<file path="src/rtl/strap_test_pkg.sv">
package strap_test_pkg;

    localparam int FS_BITS = 3;

    typedef enum logic [1:0] {
        MODE_NORMAL = 2'd0,
        MODE_HIZ    = 2'd1,
        MODE_REFN   = 2'd2
    } clk_mode_e;

    typedef enum logic [2:0] {
        CPU_100 = 3'd0,
        CPU_133 = 3'd1,
        CPU_166 = 3'd2,
        CPU_200 = 3'd3,
        CPU_266 = 3'd4,
        CPU_333 = 3'd5,
        CPU_400 = 3'd6
    } cpu_freq_e;

    typedef struct packed {
        logic c;
        logic b;
        logic a;
    } fs_bits_t;

    typedef struct packed {
        logic      valid;
        cpu_freq_e code;
    } freq_dec_t;

    function automatic freq_dec_t decode_fs(input fs_bits_t fs);
        freq_dec_t r;
        r.valid = 1'b1;
        r.code  = CPU_266;
        case (fs)
            3'b000: r.code = CPU_266;
            3'b001: r.code = CPU_133;
            3'b010: r.code = CPU_200;
            3'b011: r.code = CPU_166;
            3'b100: r.code = CPU_333;
            3'b101: r.code = CPU_100;
            3'b110: r.code = CPU_400;
            default: r.valid = 1'b0;
        endcase
        return r;
    endfunction

    function automatic clk_mode_e pick_mode(input logic refn);
        return refn ? MODE_REFN : MODE_HIZ;
    endfunction

endpackage

</file>
<file path="src/rtl/strap_sync.sv">
module strap_sync #(
    parameter int   STAGES  = 2,
    parameter logic RST_VAL = 1'b0
) (
    input  logic clk,
    input  logic rst,
    input  logic d,
    output logic q
);
    logic [STAGES-1:0] chain;

    generate
        for (genvar i = 0; i < STAGES; i++) begin : g_stage
            if (i == 0) begin : g_first
                always_ff @(posedge clk) begin
                    if (rst) chain[i] <= RST_VAL;
                    else     chain[i] <= d;
                end
            end else begin : g_next
                always_ff @(posedge clk) begin
                    if (rst) chain[i] <= RST_VAL;
                    else     chain[i] <= chain[i-1];
                end
            end
        end
    endgenerate

    assign q = chain[STAGES-1];
endmodule

</file>
<file path="src/rtl/strap_latch.sv">
module strap_latch
    import strap_test_pkg::*;
#(
    parameter cpu_freq_e DEFAULT_FREQ = CPU_266
) (
    input  logic      clk,
    input  logic      rst,
    input  logic      pwrgd_sync_n,
    input  logic      test_lvl,
    input  fs_bits_t  pins,
    output logic      held,
    output logic      hw_test,
    output fs_bits_t  readback,
    output cpu_freq_e freq,
    output logic      invalid
);
    fs_bits_t  eff;
    freq_dec_t dec;
    logic      capture;

    always_comb begin
        eff   = pins;
        if (test_lvl) eff.c = 1'b0;
        dec   = decode_fs(eff);
        capture = !held && !pwrgd_sync_n;
    end

    always_ff @(posedge clk) begin
        if (rst) begin
            held     <= 1'b0;
            hw_test  <= 1'b0;
            readback <= '0;
            freq     <= DEFAULT_FREQ;
            invalid  <= 1'b0;
        end else if (capture) begin
            held       <= 1'b1;
            hw_test    <= test_lvl;
            readback.a <= pins.a;
            readback.b <= pins.b;
            readback.c <= test_lvl ? 1'b1 : pins.c;
            if (dec.valid) begin
                freq    <= dec.code;
                invalid <= 1'b0;
            end else begin
                invalid <= 1'b1;
            end
        end
    end
endmodule

</file>
<file path="src/rtl/test_mode_ctrl.sv">
module test_mode_ctrl
    import strap_test_pkg::*;
(
    input  logic      clk,
    input  logic      rst,
    input  logic      held,
    input  logic      hw_test,
    input  logic      pin_sync,
    input  logic      sw_entry,
    input  logic      sw_refn,
    output logic      sw_active,
    output clk_mode_e mode
);
    always_ff @(posedge clk) begin
        if (rst)                  sw_active <= 1'b0;
        else if (held && sw_entry) sw_active <= 1'b1;
    end

    always_comb begin
        mode = MODE_NORMAL;
        if (held) begin
            if (sw_active)    mode = pick_mode(sw_refn);
            else if (hw_test) mode = pick_mode(pin_sync);
        end
    end
endmodule

</file>
<file path="src/rtl/strap_test_ctrl.sv">
module strap_test_ctrl
    import strap_test_pkg::*;
#(
    parameter int        SYNC_STAGES  = 2,
    parameter cpu_freq_e DEFAULT_FREQ = CPU_266
) (
    input  logic       clk,
    input  logic       rst,
    input  logic       pwrgd_n,
    input  logic       strap_test_lvl,
    input  logic       strap_sel_c,
    input  logic       strap_sel_b,
    input  logic       strap_sel_a,
    input  logic       sw_test_entry,
    input  logic       sw_refn_sel,
    output logic [1:0] clk_mode,
    output logic [2:0] cpu_freq,
    output logic       freq_invalid,
    output logic [2:0] fs_readback
);
    localparam int SYNC_W = (SYNC_STAGES < 1) ? 1 : SYNC_STAGES;

    logic      pwrgd_sync_n;
    logic      pin_sync;
    logic      held_q;
    logic      hw_test;
    logic      sw_active;
    fs_bits_t  pins;
    fs_bits_t  rb;
    cpu_freq_e freq;
    clk_mode_e mode;

    assign pins = '{c: strap_sel_c, b: strap_sel_b, a: strap_sel_a};

    strap_sync #(.STAGES(SYNC_W), .RST_VAL(1'b1)) u_pg_sync (
        .clk(clk), .rst(rst), .d(pwrgd_n), .q(pwrgd_sync_n)
    );

    strap_sync #(.STAGES(SYNC_W), .RST_VAL(1'b0)) u_pin_sync (
        .clk(clk), .rst(rst), .d(strap_sel_b), .q(pin_sync)
    );

    strap_latch #(.DEFAULT_FREQ(DEFAULT_FREQ)) u_latch (
        .clk(clk), .rst(rst), .pwrgd_sync_n(pwrgd_sync_n),
        .test_lvl(strap_test_lvl), .pins(pins),
        .held(held_q), .hw_test(hw_test), .readback(rb),
        .freq(freq), .invalid(freq_invalid)
    );

    test_mode_ctrl u_mode (
        .clk(clk), .rst(rst), .held(held_q), .hw_test(hw_test),
        .pin_sync(pin_sync), .sw_entry(sw_test_entry), .sw_refn(sw_refn_sel),
        .sw_active(sw_active), .mode(mode)
    );

    assign clk_mode    = mode;
    assign cpu_freq    = freq;
    assign fs_readback = rb;
endmodule

</file>
<file path="config.mk">
export PLATFORM = sky130hd
export DESIGN_NAME = strap_test_ctrl
export DESIGN_NICKNAME = d
export VERILOG_FILES = /design/src/rtl/strap_test_pkg.sv /design/src/rtl/strap_sync.sv /design/src/rtl/strap_latch.sv /design/src/rtl/test_mode_ctrl.sv /design/src/rtl/strap_test_ctrl.sv
export SDC_FILE = /design/constraint.sdc
export NUM_CORES = 1
export LEC_CHECK = 0
export ABC_AREA = 1
export BUFFER_PORTS_ARGS = -buffer_cell sky130_fd_sc_hd__buf_2
export CAP_MARGIN = 40
export CORE_AREA = 2 2 41 47
export DETAILED_ROUTE_END_ITERATION = 8
export DIE_AREA = 0 0 43 49
export PLACE_DENSITY = 0.56
export SYNTH_ARGS = -nofsm -noshare
export SYNTH_HDL_FRONTEND = slang
export SYNTH_SLANG_ARGS = --single-unit
export TNS_END_PERCENT = 50
</file>
<file path="constraint.sdc">
create_clock -name clk -period 1.1 [get_ports clk]
set_input_delay 0.055 -clock clk [delete_from_list [all_inputs] [get_ports clk]]
set_output_delay 0.055 -clock clk [all_outputs]
set_load 0.01 [all_outputs]
</file>
## Word level (Yosys, flattened, before mapping)

Index checks and enable logic that the tools add are counted.

- Equal/unequal tests: 6
- Mux-type cells: 10
- Reductions and logical operators: 7

Operators by type and width:

| kind | count |
|---|---|
| 3-bit case mux with 6 select lines | 1 |
| 2-bit two-way mux | 5 |
| 3-bit equality test (second input constant) | 3 |
| 7-bit OR reduction | 1 |
| 3-bit by 2-bit equality test with 1-bit output (second input constant) | 2 |
| 1-bit two-way mux | 4 |
| 3-bit by 1-bit equality test with 1-bit output (second input constant) | 1 |
| 3-bit zero test | 1 |
| 1-bit logical AND | 2 |
| 1-bit zero test | 2 |
| 2-bit AND reduction | 1 |

- Register bits: 14
- Bits of input ports: 9
- Output and inout port bits: 9
- Logic and storage cells: 35

## Logic depth before layout (Yosys ltp)

- Word-level depth: 5
- Mapped depth: 7
- Mapped depth without buffers: 7

## Hierarchy

A second synthesis with hierarchy kept.

- Cells, all modules: 81
- Area, all modules: 568.0 µm²

Modules (own cells, without submodules):

| module | instances | cells each | area each (µm²) | sequential area each (µm²) |
|---|---|---|---|---|
| strap_latch | 1 | 54 | 374.1 | 180.2 |
| test_mode_ctrl | 1 | 14 | 80.1 | 20.0 |
| strap_sync (u_pg_sync) | 1 | 7 | 58.8 | 40.0 |
| strap_sync (u_pin_sync) | 1 | 6 | 55.1 | 40.0 |

## Least setup slack after synthesis

OpenSTA, ideal clock, no wires.

- Kind: flip-flop to flip-flop
- Start point: reg u_latch.held
- End point: reg u_latch.freq[0]
- Setup time: 0.111 ns
- Data arrival time: 0.754 ns
- Required time: 0.989 ns
- Path slack: 0.235 ns
- Stages on the path, launching flop included: 5
- Buffers on the path: 0
- Period minus slack after synthesis: 0.865 ns
- Cell sequence: dfxtp_1 nor2_8 nand2_4 nor2_1 nor2_1

- Longest elaborated chain between the ends: 3

Ends and longest elaborated chain:

| what | line | source |
|---|---|---|
| start: declaration | strap_latch.sv:11 | `output logic held,` |
| start signal: assignment | strap_latch.sv:30 | `held <= 1'b0;` |
| start signal: assignment | strap_latch.sv:36 | `held <= 1'b1;` |
| 1-bit zero test | strap_latch.sv:25 | `capture = !held && !pwrgd_sync_n;` |
| 1-bit logical AND | strap_latch.sv:25 |  |
| 2-bit AND reduction (no source line) | n/a |  |
| end signal: assignment | strap_latch.sv:42 | `freq <= dec.code;` |
| end: declaration | strap_latch.sv:14 | `output cpu_freq_e freq,` |

Every way passes these cells.
A chain may end at the register's enable or synchronous reset.

## Worst setup path in the final report

- Start point: reg u_mode.sw_active
- End point: out clk_mode[0]

- Longest elaborated chain between the ends: 2

Ends and longest elaborated chain:

| what | line | source |
|---|---|---|
| start: declaration | test_mode_ctrl.sv:11 | `output logic sw_active,` |
| start signal: assignment | test_mode_ctrl.sv:15 | `if (rst) sw_active <= 1'b0;` |
| start signal: assignment | test_mode_ctrl.sv:16 | `else if (held && sw_entry) sw_active <= 1'b1;` |
| 2-bit two-way mux | test_mode_ctrl.sv:22 | `if (sw_active) mode = pick_mode(sw_refn);` |
| 2-bit two-way mux | test_mode_ctrl.sv:21 | `if (held) begin` |
| end: declaration | strap_test_ctrl.sv:16 | `output logic [1:0] clk_mode,` |

Every way passes these cells.

==> results.yml <==
logic_synthesis:
  syn_avg_cell_area_um2: 7.979
  netlist_area_um2: 550.5
  dominant_cell_type_by_area_after_synthesis: "sky130_fd_sc_hd__dfxtp_1"
  synth-seq-area-share_pct: 50.91
  yosysTopAreaCellShare_pct: 50.91
  synth_cells: 69
  synthTopCellsByCount: "sky130_fd_sc_hd__dfxtp_1 (14), sky130_fd_sc_hd__nor2_1 (14), sky130_fd_sc_hd__nand2_1 (11)"
  synth_enable_flop_cells: 0
  netlist-cell-type-count: 18
  synth_top_cells_by_area: "sky130_fd_sc_hd__dfxtp_1 (51%), sky130_fd_sc_hd__nor2_1 (9.5%), sky130_fd_sc_hd__nand2_1 (7.5%)"
  synth_async_sr_flop_share_pct: 0
  mappedNetlistNets: 78
  synth_warnings: 0
  postSynthRegisterBits: 14
  synthFlopType: "sky130_fd_sc_hd__dfxtp_1"
global_routing:
  antenna_found_initial: 0
  grt_first_pass_wirelength_mm: 2.014
  grt_pass1_vias: 470
  grt_max_degree: 11
  globalRoute.totalOverflow: 0
  grtUsageTotal_pct: 12.59
floorplanning:
  start_util_pct: 32.74
  die_w_um: 43
  die_area_mm2: 0.002107
  num_rows: 16
  floorplan.io_pins: 18
  core_region_area_mm2: 0.001682
  die_height_um: 49
sta:
  max-slew-margin-rel_pct: 84.18
  finalHoldViolations: 0
  post-route-min-period_ns: 1.168
  worst_clock_skew_ns: 0.007199
  timing.final.max_slew_violations: 0
  fin_crit_sh_pct: 106.2
  worst_slack_ns: -0.06849
  transition_time_of_the_tightest_slew_check_pin_ns: 0.2355
  fin_setup_tns_ns: -0.06849
  fmax_ghz: 0.8558
  finalSetupViolations: 1
  grt_setup_unrepaired: "yes"
setup_path:
  cp_startpoint_kind: "flop"
  critPathKind: "flop to output pin"
  crit_path_cell_trace: "mux2i_2 -> nor2b_1 -> buf_2"
  worst_path_slowest_cell: "sky130_fd_sc_hd__dfxtp_2"
  critPathCaptureType: "output pin"
  slowest_delay_ns: 0.34
  critical_path_arrival_ns: 1.11
  worst-endpoint-required_ns: 1.04
  worst-path-max-fanout: 2
place:
  gp_congestion: 0.7260
  place.detailed.instances: 104
  place.detailed.hpwl_um: 850.2
  dpl_cell_area_um2: 658.1
  placement.io_buffers: 17
detailed_routing:
  initialDrtViolationCount: 17
  detailroute.via_count: 499
  routed-wl-met2_um: 493
  m1_wl_um: 543
  ant_nets: 0
  routed.top_layer: "met4"
  drt_first_pass_iters: 4
  post_drt_via_cell_ratio: 4.536
  drc: 0
  drt-total-wl_mm: 1.124
  drt-wirelength-per-cell_um: 10.22
  met3_length_um: 61
pwr:
  leakage_nw: 0.3571
  clkPwrFrac_pct: 36.0
  cell_internal_pwr_mw: 0.7847
  power.switching_fraction_pct: 24.29
  seqPwrFrac_pct: 53.0
  power_density_normalized_to_cell_area_mw_per_mm2: 1436
  share_comb_of_total_power_pct: 11.0
  switching_power_mw: 0.2517
  ir_worst_vdd_mv: 0.5598
layout:
  num-fill-cells: 177
  post_layout_nonfiller_instances: 110
  layout-drive-gt1-share_pct: 35.87
  areaGrowthSynthToFinish_pct: 31.14
  layout.nets: 102
  utilization_pct: 42.93
  antenna_cells_inserted: 0
  final_design_area_no_fill_um2: 721.9
clock_tree:
  ctsLongestPathBuffers: 2
  cts_buffers: 3
  clock-sinks: 14
  worstSkewPairLatency_ns: 0.28
  cts_tree: "done"
  clk_transition_reported_paths_ns: 0.08
  root_buffer: "sky130_fd_sc_hd__clkbuf_4"
  htree_levels: 1
status:
  outcome: "complete, but fails checks"
  violated_checks: "setup timing"
job:
  max-cap-violations: 0
worst_hold_path:
  hold_class: "primary input to flop"
[final cells by class]
type	count	area (um^2)	share of cell area [%]
flip-flops and latches	14	282.8	39.17
clock buffers	4	36.28	5.026
well taps	18	22.52	3.120
inverters	8	30.03	4.159
multi-input cells	47	247.7	34.32
repair buffers	19	102.6	14.21
[cell families (layout without fill, tap and decap cells)]
logic type | count (synthesis) | in the layout | synth area share (%)
AO/OA/AOI/OAI | 9 | 9 | 9.089
buffers and inverters | 8 | 31 | 5.455
flip-flops | 14 | 14 | 50.91
multiplexers | 1 | 1 | 1.818
AND/OR/NAND/NOR | 37 | 37 | 32.73
[worst max-delay path, delay by kind of cell, from the launching register on]
kind	cells	cell delay (ns)
buffers and inverters	1	0.13
DFF	1	0.34
muxes	1	0.22
and+or+nand+nor	1	0.14
[power groups by stage]
stage	clock, mW	sequential (mW)	combinational, mW
after CTS	0.382	0.549	0.114
after detailed placement	0	0.560	0.108
after global placement	0	0.559	0.106
final	0.373	0.549	0.114
after global routing	0.401	0.553	0.132
after floorplan	0	0.564	0.0575
[cell usage in the layout (no fill, tap or decap), drive strengths merged]
master and instances:
nor2 15, buf 18, o211a 1, nor2b 1, inv 7, dfxtp 14, dlygate4sd3 1, nand2 13
a21oi 3, clkinv 1, nor3 2, or2 2, mux2i 1, clkbuf 4, o21ai 5, nand3 4
[worst paths after layout]
| check | slack (ns) | startpoint | endpoint | cells past startpoint |
|---|---|---|---|---|
| max | -0.07 | u_mode.sw_active | clk_mode[0] | 3 |
| min | 0.009 | sw_test_entry | u_mode.sw_active | 3 |
| max reg2reg | 0.21 | u_latch.held | u_latch.freq[0] | 4 |
| min reg2reg | 0.41 | u_pin_sync.chain[0] | u_pin_sync.q | 2 |
[routing by layer]
metal | up-vias | global-route usage [%]
met2 | 15 | 18.43
li1 | 267 | -
met3 | 4 | 2.593
met4 | 0 | 7.576
met5 | - | 0
met1 | 213 | 16.78
[through the flow]
stage               hold slack (ns)  power, mW  worst slack [ns]
finish                     0.008607      1.036          -0.06849
global route                0.03366      1.086           -0.1508
CTS                        0.003614      1.045          -0.06681
detailed placement           0.2474     0.6678            0.1597
global placement             0.2392     0.6655            0.1939
floorplan                    0.1262     0.6210            0.2345
[what timing repair did]
| action | 4_1_cts | 5_1_grt |
|---|---|---|
| setup endpoints to repair | 2 | 2 |
| hold buffers | 1 | 0 |
| gates resized for setup | 3 | 1 |
| hold endpoints to repair | 1 | 0 |
| cloned | 0 | 0 |
| setup buffers | 1 | 0 |
| pin swaps | 2 | 0 |
[registers in the layout (all words and copies together), names as in the netlist]
signal / flops
u_pg_sync.q: 1
u_mode.sw_active: 1
u_latch.readback: 3
u_latch.hw_test: 1
u_pin_sync.chain: 1
u_latch.invalid: 1
u_pin_sync.q: 1
u_latch.held: 1
u_latch.freq: 3
u_pg_sync.chain: 1
No activity file was read; power rests on OpenSTA's default activity.
